<file path="config.mk">
export PLATFORM = sky130hd
export DESIGN_NAME = zbr_unit
export DESIGN_NICKNAME = d
export VERILOG_FILES = /design/src/rtl/zbr_pkg.sv /design/src/rtl/zbr_zero_detect.sv /design/src/rtl/zbr_datapath.sv /design/src/rtl/zbr_control.sv /design/src/rtl/zbr_unit.sv
export SDC_FILE = /design/constraint.sdc
export NUM_CORES = 1
export LEC_CHECK = 0
export CAP_MARGIN = 20
export CORE_ASPECT_RATIO = 0.6
export CORE_MARGIN = 2
export CORE_UTILIZATION = 49
export DETAILED_ROUTE_END_ITERATION = 7
export GPL_ROUTABILITY_DRIVEN = 0
export PLACE_DENSITY_LB_ADDON = 0.05
export SETUP_SLACK_MARGIN = 0.15
export SLEW_MARGIN = 0
export SYNTH_ARGS = -nofsm -noshare
export SYNTH_HDL_FRONTEND = slang
export SYNTH_HIERARCHICAL = 1
export SYNTH_SLANG_ARGS = --single-unit
</file>
<file path="constraint.sdc">
create_clock -name clk -period 2.4 [get_ports clk]
set_input_delay 0.36 -clock clk [delete_from_list [all_inputs] [get_ports clk]]
set_output_delay 0.36 -clock clk [all_outputs]
set_load 0.02 [all_outputs]
</file>
<file path="src/rtl/zbr_pkg.sv">
package zbr_pkg;

  typedef enum logic [1:0] {
    COND_EQZ = 2'b00,
    COND_NEZ = 2'b01,
    COND_GEZ = 2'b10,
    COND_LTZ = 2'b11
  } zbrCond_e;

  // datapath -> control: properties of the operand held in EX1
  typedef struct packed {
    logic ex1Zero;
    logic ex1Neg;
  } zbrFlags_t;

  // control -> datapath: strobes
  typedef struct packed {
    logic loadRedirect;  // EX1 branch is taken: capture its target
    logic flushAll;      // EX2 redirect active: scrub younger data
  } zbrStrobes_t;

endpackage

</file>
<file path="src/rtl/zbr_zero_detect.sv">
module zbr_zero_detect #(
  parameter int WIDTH = 64,
  parameter int CHUNK = 8
) (
  input  logic [WIDTH-1:0] value,
  output logic             isZero
);
  localparam int NCH  = (WIDTH + CHUNK - 1) / CHUNK;
  localparam int PADW = NCH * CHUNK;

  logic [PADW-1:0] padded;
  logic [NCH-1:0]  chunkAny;

  assign padded = PADW'(value);

  // first level: one OR per chunk; second level: NOR across chunks
  for (genvar g = 0; g < NCH; g++) begin : gChunk
    assign chunkAny[g] = |padded[g*CHUNK +: CHUNK];
  end

  assign isZero = ~|chunkAny;

endmodule

</file>
<file path="src/rtl/zbr_datapath.sv">
module zbr_datapath
  import zbr_pkg::*;
#(
  parameter int OP_W         = 64,
  parameter int PC_W         = 32,
  parameter int TAG_W        = 8,
  parameter int FRONT_STAGES = 2
) (
  input  logic              clk,
  input  logic              rstN,
  input  logic [OP_W-1:0]   inOperand,
  input  logic [PC_W-1:0]   inTarget,
  input  logic [TAG_W-1:0]  inTag,
  input  zbrStrobes_t       strobes,
  output zbrFlags_t         flags,
  output logic [PC_W-1:0]   redirectPc,
  output logic [TAG_W-1:0]  doneTag
);
  localparam int F = FRONT_STAGES;

  logic [OP_W-1:0]  fOp  [F];
  logic [PC_W-1:0]  fTgt [F];
  logic [TAG_W-1:0] fTag [F];
  logic [OP_W-1:0]  ex1Op;
  logic [PC_W-1:0]  ex1Tgt;
  logic [TAG_W-1:0] ex1Tag;
  logic [PC_W-1:0]  redirPcQ;
  logic [TAG_W-1:0] ex2Tag;
  logic             ex1IsZero;

  zbr_zero_detect #(.WIDTH(OP_W), .CHUNK(8)) u_zeroDet (
    .value  (ex1Op),
    .isZero (ex1IsZero)
  );

  assign flags.ex1Zero = ex1IsZero;
  assign flags.ex1Neg  = ex1Op[OP_W-1];

  // front stages
  always_ff @(posedge clk or negedge rstN) begin
    if (!rstN) begin
      for (int i = 0; i < F; i++) begin
        fOp[i]  <= '0;
        fTgt[i] <= '0;
        fTag[i] <= '0;
      end
    end else if (strobes.flushAll) begin
      for (int i = 0; i < F; i++) begin
        fOp[i]  <= '0;
        fTgt[i] <= '0;
        fTag[i] <= '0;
      end
    end else begin
      fOp[0]  <= inOperand;
      fTgt[0] <= inTarget;
      fTag[0] <= inTag;
      for (int i = 1; i < F; i++) begin
        fOp[i]  <= fOp[i-1];
        fTgt[i] <= fTgt[i-1];
        fTag[i] <= fTag[i-1];
      end
    end
  end

  // EX1 and EX2
  always_ff @(posedge clk or negedge rstN) begin
    if (!rstN) begin
      ex1Op    <= '0;
      ex1Tgt   <= '0;
      ex1Tag   <= '0;
      redirPcQ <= '0;
      ex2Tag   <= '0;
    end else begin
      ex1Op  <= strobes.flushAll ? '0 : fOp[F-1];
      ex1Tgt <= strobes.flushAll ? '0 : fTgt[F-1];
      ex1Tag <= strobes.flushAll ? '0 : fTag[F-1];
      ex2Tag <= ex1Tag;
      if (strobes.loadRedirect) redirPcQ <= ex1Tgt;
    end
  end

  assign redirectPc = redirPcQ;
  assign doneTag    = ex2Tag;

  AST_PC_CAPTURE: assert property (@(posedge clk) disable iff (!rstN)
    strobes.loadRedirect |=> (redirectPc == $past(ex1Tgt)));

  AST_FLAGS_EXCLUSIVE: assert property (@(posedge clk) disable iff (!rstN)
    !(flags.ex1Zero && flags.ex1Neg));

endmodule

</file>
<file path="src/rtl/zbr_control.sv">
module zbr_control
  import zbr_pkg::*;
#(
  parameter int FRONT_STAGES = 2
) (
  input  logic        clk,
  input  logic        rstN,
  input  logic        inValid,
  input  logic        inBranch,
  input  logic [1:0]  inCond,
  input  zbrFlags_t   flags,
  output zbrStrobes_t strobes,
  output logic        redirect,
  output logic        flush,
  output logic        doneValid
);
  localparam int F = FRONT_STAGES;

  logic [F-1:0] fV;
  logic [F-1:0] fBr;
  logic [1:0]   fCond [F];
  logic         ex1V, ex1Br;
  logic [1:0]   ex1Cond;
  logic         ex2V, ex2Taken;
  logic         killYoung;
  logic         condMet;
  logic         ex1Taken;

  assign killYoung = ex2V & ex2Taken;

  always_comb begin
    unique case (zbrCond_e'(ex1Cond))
      COND_EQZ: condMet =  flags.ex1Zero;
      COND_NEZ: condMet = ~flags.ex1Zero;
      COND_GEZ: condMet = ~flags.ex1Neg;
      COND_LTZ: condMet =  flags.ex1Neg;
      default:  condMet = 1'b0;
    endcase
  end

  assign ex1Taken = ex1V & ex1Br & condMet & ~killYoung;

  assign strobes.loadRedirect = ex1Taken;
  assign strobes.flushAll     = killYoung;

  always_ff @(posedge clk or negedge rstN) begin
    if (!rstN) begin
      fV <= '0;
      fBr <= '0;
      for (int i = 0; i < F; i++) fCond[i] <= '0;
      ex1V     <= 1'b0;
      ex1Br    <= 1'b0;
      ex1Cond  <= '0;
      ex2V     <= 1'b0;
      ex2Taken <= 1'b0;
    end else begin
      fV[0]    <= inValid & ~killYoung;
      fBr[0]   <= inBranch;
      fCond[0] <= inCond;
      for (int i = 1; i < F; i++) begin
        fV[i]    <= fV[i-1] & ~killYoung;
        fBr[i]   <= fBr[i-1];
        fCond[i] <= fCond[i-1];
      end
      ex1V     <= fV[F-1] & ~killYoung;
      ex1Br    <= fBr[F-1];
      ex1Cond  <= fCond[F-1];
      ex2V     <= ex1V & ~killYoung;
      ex2Taken <= ex1Taken;
    end
  end

  assign redirect  = ex2V & ex2Taken;
  assign flush     = killYoung;
  assign doneValid = ex2V;

  AST_BUBBLE_QUIET: assert property (@(posedge clk) disable iff (!rstN)
    !ex1V |=> !redirect);

  AST_NONBRANCH_QUIET: assert property (@(posedge clk) disable iff (!rstN)
    (ex1V && !ex1Br) |=> !redirect);

  AST_SINGLE_PULSE: assert property (@(posedge clk) disable iff (!rstN)
    redirect |=> !redirect);

  AST_EX1_KILLED: assert property (@(posedge clk) disable iff (!rstN)
    flush |=> !doneValid);

  AST_FRONT_CLEARED: assert property (@(posedge clk) disable iff (!rstN)
    flush |=> ((fV == '0) && !ex1V));

endmodule

</file>
<file path="src/rtl/zbr_unit.sv">
module zbr_unit
  import zbr_pkg::*;
#(
  parameter int OP_W         = 64,
  parameter int PC_W         = 32,
  parameter int TAG_W        = 8,
  parameter int FRONT_STAGES = 2
) (
  input  logic             clk,
  input  logic             rstN,
  input  logic             inValid,
  input  logic             inBranch,
  input  logic [1:0]       inCond,
  input  logic [OP_W-1:0]  inOperand,
  input  logic [PC_W-1:0]  inTarget,
  input  logic [TAG_W-1:0] inTag,
  output logic             redirect,
  output logic [PC_W-1:0]  redirectPc,
  output logic             flush,
  output logic             doneValid,
  output logic [TAG_W-1:0] doneTag
);
  zbrFlags_t   flags;
  zbrStrobes_t strobes;

  zbr_control #(.FRONT_STAGES(FRONT_STAGES)) u_control (
    .clk       (clk),
    .rstN      (rstN),
    .inValid   (inValid),
    .inBranch  (inBranch),
    .inCond    (inCond),
    .flags     (flags),
    .strobes   (strobes),
    .redirect  (redirect),
    .flush     (flush),
    .doneValid (doneValid)
  );

  zbr_datapath #(
    .OP_W(OP_W), .PC_W(PC_W), .TAG_W(TAG_W), .FRONT_STAGES(FRONT_STAGES)
  ) u_datapath (
    .clk        (clk),
    .rstN       (rstN),
    .inOperand  (inOperand),
    .inTarget   (inTarget),
    .inTag      (inTag),
    .strobes    (strobes),
    .flags      (flags),
    .redirectPc (redirectPc),
    .doneTag    (doneTag)
  );

  AST_REDIRECT_HAS_DONE: assert property (@(posedge clk) disable iff (!rstN)
    redirect |-> doneValid);

endmodule

</file>
==> results of run 1 <==
timing repair:
action / CTS / global route
hold buffers: 1 / 0
pin swaps: 4 / 4
endpoints found under the hold margin: 74 / 0
endpoints found under the setup margin: 35 / 33
buffers inserted: 2 / 0
gates resized for setup: 9 / 12
cloned: 1 / 2
worst max-delay path: cells and delay by family, from the launching register on:
kind	cells	cell delay [ns]
simple gates	5	1.31
buf+inv	2	0.34
compound gates	1	0.15
flops	1	0.39
mux	1	0.31
cell usage after synthesis (all sizes together):
cell and count:
nand2 1, o21ai 1, nand4 4, or3 1, nor2 1, nand3 1, and2 5, inv 1
nor4 17, a21oi 1, clkbuf 6, dfrtp 366, nor2b 312, buf 37, mux2 32
worst max path at each step:
stage                                endpoint  slack (ns)
finish               u_datapath/redirectPc[5]       -0.22
global route         u_datapath/redirectPc[9]       -0.36
CTS                 u_datapath/redirectPc[25]       -0.24
detailed placement   u_datapath/redirectPc[0]       -0.27
global placement     u_datapath/redirectPc[0]       -0.20
floorplan           u_datapath/redirectPc[10]       -0.01
stage by stage:
step	worst slack (ns)	power [W]	utilization [%]
finish	-0.216	0.0142	63.8
global route	-0.362	0.0148	63.8
CTS	-0.239	0.0143	63.4
detailed placement	-0.266	0.00865	57.9
global placement	-0.197	0.00860	57.9
floorplan	-0.0136	0.00776	-
power by group through the flow:
stage	logic, W	registers (W)	clock network [W]
2_1_floorplan	0.000538	0.00722	0
3_3_place_gp	0.00153	0.00707	0
3_5_place_dp	0.00157	0.00708	0
4_1_cts	0.00159	0.00698	0.00573
5_1_grt	0.00173	0.00704	0.00601
6_report	0.00160	0.00698	0.00557
sequential cells by signal, indices dropped and copies added (netlist names):
name                   cells
u_datapath/fOp           128
u_datapath/ex1Op          64
u_datapath/fTgt           64
u_datapath/ex1Tgt         32
u_datapath/redirectPc     32
u_datapath/fTag           16
u_datapath/doneTag         8
u_datapath/ex1Tag          8
u_control/fCond            4
u_control/ex1Cond          2
u_control/fBr              2
u_control/fV               2
u_control/doneValid        1
u_control/ex1Br            1
u_control/ex1V             1
u_control/ex2Taken         1
final cells by class:
class / instances / area share, %
clock buffer: 56 / 7.54
clock inverter: 6 / 0.359
inverter: 1 / 0.0734
multi-input combinational: 376 / 17.5
sequential: 366 / 59.7
tap: 322 / 2.63
timing repair buffer: 176 / 12.2
routing by layer:
metal / track usage, % / vias to the layer above / wire length, µm
li1: - / 2774 / -
met1: 26.3 / 2887 / 10300
met2: 24.1 / 109 / 8730
met3: 3.95 / 36 / 914
met4: 4.27 / 0 / 382
met5: 0 / - / 0
logic make-up after synthesis:
| kind of cell | synth area share [%] |
|---|---|
| mux | 3.08 |
| simple gates | 18.0 |
| flops | 76.7 |
| buf+inv | 2.11 |
| compound gates | 0.0838 |
==> impl_metrics.tcl, run 1 <==
set metrics [dict create \
    status "finished, violations left" \
    violations "setup timing" \
    critPathRequiredTime_ns 2.78 \
    final_common_cell "dfrtp_1" \
    initial_core_util_pct 49.6 \
    hold_start "inBranch" \
    drt-vias-per-instance 4.46 \
    syn_area_per_cell_um2 15.2 \
    clkTransAtPathRegs_ns 0.06 \
    die_w_um 205 \
    routed_wl_um 20400 \
    die_h_um 125 \
    r2r-start "u_datapath/ex1Op[28]" \
    worstPathMaxFanout 8 \
    fmax_mhz 382 \
    cellLeakagePower_nw 6.86 \
    worstSetupStartpoint "u_datapath/ex1Op[28]" \
    port_buffers 152 \
    internal_power_w 0.0111 \
    yosysWarnings 6 \
    p_sw_share_pct 21.9 \
    drive_gt1_share_pct 12.7 \
    timing.final.ws_setup_ns -0.216 \
    grt_antenna_before_repair 0 \
    synth_top_cell_by_area "dfrtp_1" \
    die_area_um2 25700 \
    top_level_ports 153 \
    p_sw_w 0.00310 \
    ir_drop_mv 0.463 \
    final_nets 1066 \
    period_share_pct 109 \
    multiInputGateArea_um2 2690 \
    first_pass_iters 4 \
    cts_root_buffer "clkbuf_16" \
    overflow 0 \
    path_class "reg2reg" \
    stdcell_area_um2 15300 \
    antenna-diode-count 0 \
    dr.first_iter.drc_count 289 \
    seqPwrFrac_pct 49.3 \
    grt_pass1_wl_um 33700 \
    nFillCells 1744 \
    layout_common_cells "366 x dfrtp_1, 312 x nor2b_1, 149 x clkdlybuf4s50_1" \
    grt_pass1_vias 6424 \
    seqCellArea_um2 9160 \
    rrSetupSlack_ns -0.22 \
    grtUsageTotal_pct 16.9 \
    row_count 44 \
    ctsLongestPathBuffers 3 \
    hold_viol 0 \
    syn2layout_area_growth_pct 28.6 \
    drc 0 \
    worst_path_max_delay_cell "dfrtp_1" \
    combPwrFrac_pct 11.3 \
    worstMarginPinSlew_ns 0.747 \
    r2r_cells 9 \
    crit_chain "nor4_4, nand4_1, nor4_2, nor2_1, or3_4, a21oi_4, buf_12, clkbuf_16, mux2_4" \
    cts_tree "done" \
    cts_num_sinks 366 \
    synth_top_area_share_pct 76.7 \
    worstPathArrival_ns 3.00 \
    grt_max_degree 137 \
    synthCells 786 \
    report.final.slew_viol_count 0 \
    routedWlPerCell_um 15.6 \
    syn_nets 896 \
    cp-end-kind "register" \
    synth.yosys.seq_area_share_pct 76.7 \
    synth_cell_type_count 22 \
    hold_slack_ns 0.320 \
    maxCapViolations 0 \
    htree_levels 2 \
    dp_cells 1235 \
    placed_area_um2 13900 \
    cts-buffers-inserted 35 \
    setup_viol 32 \
    min_path_cells 1 \
    cp-start-kind "register" \
    synth_area_leaders "dfrtp_1 77%, nor2b_1 16%, mux2_2 2.8%" \
    fin_setup_tns_ns -6.06 \
    fin_crit_ns 2.62 \
    whs_endpoint "u_control/fBr[0]" \
    finClkSkew_ns 0.0114 \
    reg2reg_to "u_datapath/redirectPc[5]" \
    via_count 5806 \
    critical_path.max_stage_delay_ns 0.39 \
    clkPwrFrac_pct 39.4 \
    clk-insertion-delay-late_ns 0.50 \
    netlist_area_um2 11900 \
    power.density_nw_per_um2 922 \
    rsz0062_at_grt "true" \
    core_area_um2 24100 \
    hp-class "in2reg" \
    stdcell_count 1303 \
    max_slew_margin_pct 50.2 \
    ant_nets 0 \
    hpwl_um 12600 \
    ys_ff_latch 366 \
]
Note: power is estimated with default switching activity, not from simulation.
==> inputs of run 2 (changes only) <==
CAP_MARGIN = 15   (was 20)
==> results of run 2 <==
The final DEF is identical to that of run 1; final timing and power are the same.
==> inputs of run 3 (changes only) <==
SYNTH_HIERARCHICAL = not set   (was 1)
==> run 3 against run 2 <==
Area after synthesis is 0.38% higher; clock-buffer cell count fell by 8; via count up 0.78%; final area shrank 0.68%; largest cell class unchanged; combinational power up 7%; wire length decreased by 5.5%; core utilization decreased by 0.58 points; clock skew rose by 0.0036 ns; non-clock buffer count shrank 5; critical endpoint is now u_datapath.redirectPc[0]; the run now ends clean; critical path depth decreased by 1; fmax up 16%.
==> impl_metrics.tcl, run 3 <==
set metrics [dict create \
    ys_ff_latch 366 \
    max_slew_margin_pct 39.0 \
    final_nets 1061 \
    r2r-start "u_datapath.ex1Op[39]" \
    placed_area_um2 14000 \
    grt_antenna_before_repair 0 \
    htree_levels 2 \
    regMostFlops "u_datapath.fOp" \
    grt_max_degree 188 \
    path_class "reg2reg" \
    worstPathArrival_ns 2.66 \
    grt_pass1_wl_um 32600 \
    hold_start "inCond[0]" \
    first_pass_iters 4 \
    synth_commonest_cells "366 x dfrtp_1, 316 x and2_1, 34 x clkbuf_1" \
    port_buffers 152 \
    synth.yosys.seq_area_share_pct 76.4 \
    overflow 0 \
    cp-start-kind "register" \
    drt-vias-per-instance 4.52 \
    netlist_area_um2 12000 \
    stdcell_area_um2 15200 \
    synth_top_cell_by_area "dfrtp_1" \
    via_count 5851 \
    synth_area_leaders "dfrtp_1 76%, and2_1 16%, mux2_4 3.6%" \
    synthCells 782 \
    ir_drop_mv 0.657 \
    synth.most_common_cell "dfrtp_1" \
    utilization_pct 63.2 \
    synth_top_area_share_pct 76.4 \
    multiInputGateArea_um2 2700 \
    worstPathMaxFanout 13 \
    critical-path-top-delay-family "simple AND/OR/NAND/NOR gates" \
    fin_setup_tns_ns 0 \
    worstMarginPinSlew_ns 0.915 \
    syn2layout_area_growth_pct 27.2 \
    hp-class "in2reg" \
    final_common_cell "dfrtp_1" \
    drc 0 \
    core_area_um2 24100 \
    fmax_mhz 442 \
    power.density_nw_per_um2 935 \
    crit_chain "nor4_2, nand4_1, nor3_2, a41oi_2, mux2i_4, buf_4, buf_12, mux2_2" \
    worst_path_max_delay_cell "dfrtp_1" \
    routedWlPerCell_um 14.9 \
    ctsLongestPathBuffers 3 \
    nFillCells 1770 \
    rsz0062_at_grt "true" \
    cts_root_buffer "clkbuf_16" \
    die_area_um2 25800 \
    synth_edf_count 0 \
    largest_register_ff_count 128 \
    critPathRequiredTime_ns 2.80 \
    report.final.slew_viol_count 0 \
    critical_path.max_stage_delay_ns 0.37 \
    synthArstFlopShare_pct 100 \
    die_h_um 125 \
    top_regs "u_datapath.fOp: 128 flops, u_datapath.ex1Op: 64 flops, u_datapath.fTgt: 64 flops" \
    syn_area_per_cell_um2 15.3 \
    grt_pass1_vias 6220 \
    ant_nets 0 \
    cellLeakagePower_nw 6.69 \
    die_w_um 206 \
    p_total_w 0.0143 \
    clkTransAtPathRegs_ns 0.06 \
    finClkSkew_ns 0.0150 \
    hold_viol 0 \
    synthFlopType "dfrtp_1" \
    drive_gt1_share_pct 12.0 \
    seqCellArea_um2 9160 \
    cts_tree "done" \
    maxCapViolations 0 \
    syn_nets 892 \
    cp-end-kind "register" \
    layout_common_cells "366 x dfrtp_1, 316 x and2_1, 151 x clkdlybuf4s50_1" \
    hpwl_um 11700 \
    period_share_pct 94.4 \
    top_level_ports 153 \
    fin_crit_ns 2.26 \
    routed_wl_um 19200 \
    cts_num_sinks 366 \
    antenna-diode-count 0 \
    row_count 44 \
    setup_viol 0 \
    crit_buf_inv 2 \
    dr.first_iter.drc_count 270 \
    synth_cell_type_count 21 \
    status "finished, final reports clean" \
    yosysWarnings 0 \
    initial_core_util_pct 49.7 \
    grtUsageTotal_pct 16.2 \
    worstSetupStartpoint "u_datapath.ex1Op[39]" \
    cts-buffers-inserted 35 \
    clk-insertion-delay-late_ns 0.51 \
]
## run 3: area by class of cell
class,instances,area share (%)
repair buffers,171,11.8
inverters,1,0.0246
flip-flops and latches,366,60.1
clock inverters,11,0.821
multi-input cells,376,17.7
clock buffers,48,6.87
well taps,322,2.64
## run 3: worst paths after layout
path / to / slack (ns) / depth (start not counted)
min in group asynchronous: u_datapath.fTgt[9] / 0.40 / 2
hold reg to reg: u_control.ex1Br / 0.35 / 0
hold / removal: u_control.fCond[2] / 0.29 / 1
max in group asynchronous: u_datapath.ex1Tgt[28] / 1.24 / 3
setup / recovery: u_datapath.redirectPc[0] / 0.14 / 8
setup reg to reg: u_datapath.redirectPc[0] / 0.14 / 8
## run 3: per-layer routing
layer / global-route usage, % / vias to the layer above / part of all wire [%]
met1: 24.5 / 2948 / 49
met3: 4.14 / 35 / 4.8
li1: - / 2761 / -
met2: 23.2 / 107 / 44
met4: 5.08 / 0 / 2.1
met5: 0 / - / 0
## run 3: worst register-to-register path, stage by stage (launching register included)
cell,delay (ns)
dfrtp_1,0.37
nor4_2,0.29
nand4_1,0.26
nor3_2,0.20
a41oi_2,0.18
mux2i_4,0.23
buf_4,0.15
buf_12,0.15
mux2_2,0.34
## run 3: report_power, final
part,switching (W),internal [W]
clock network,0.00222,0.00327
logic,0.000727,0.000990
registers,0.000248,0.00680
## run 3: logic make-up after synthesis
kind of cell	count (synthesis)	synth area share, %
mux	33	4.10
compound gates	1	0.136
flops	366	76.4
simple gates	342	17.8
buf+inv	40	1.47
## run 3: what timing repair did
| item | 4_1_cts | 5_1_grt |
|---|---|---|
| hold buffers | 1 | 0 |
| buffers inserted | 3 | 0 |
| setup endpoints to repair | 32 | 32 |
| cloned | 1 | 0 |
| pin swaps | 5 | 1 |
| gates resized for setup | 7 | 1 |
| hold endpoints to repair | 58 | 0 |
## run 3: stage by stage
stage | std cells | hold slack [ns] | setup WS [ns]
floorplan | 782 | 0.0644 | 0.418
global placement | 1231 | 0.334 | 0.0360
detailed placement | 1231 | 0.336 | 0.0175
CTS | 1295 | 0.257 | 0.117
global route | 1295 | 0.276 | 0.0115
finish | 1295 | 0.288 | 0.135
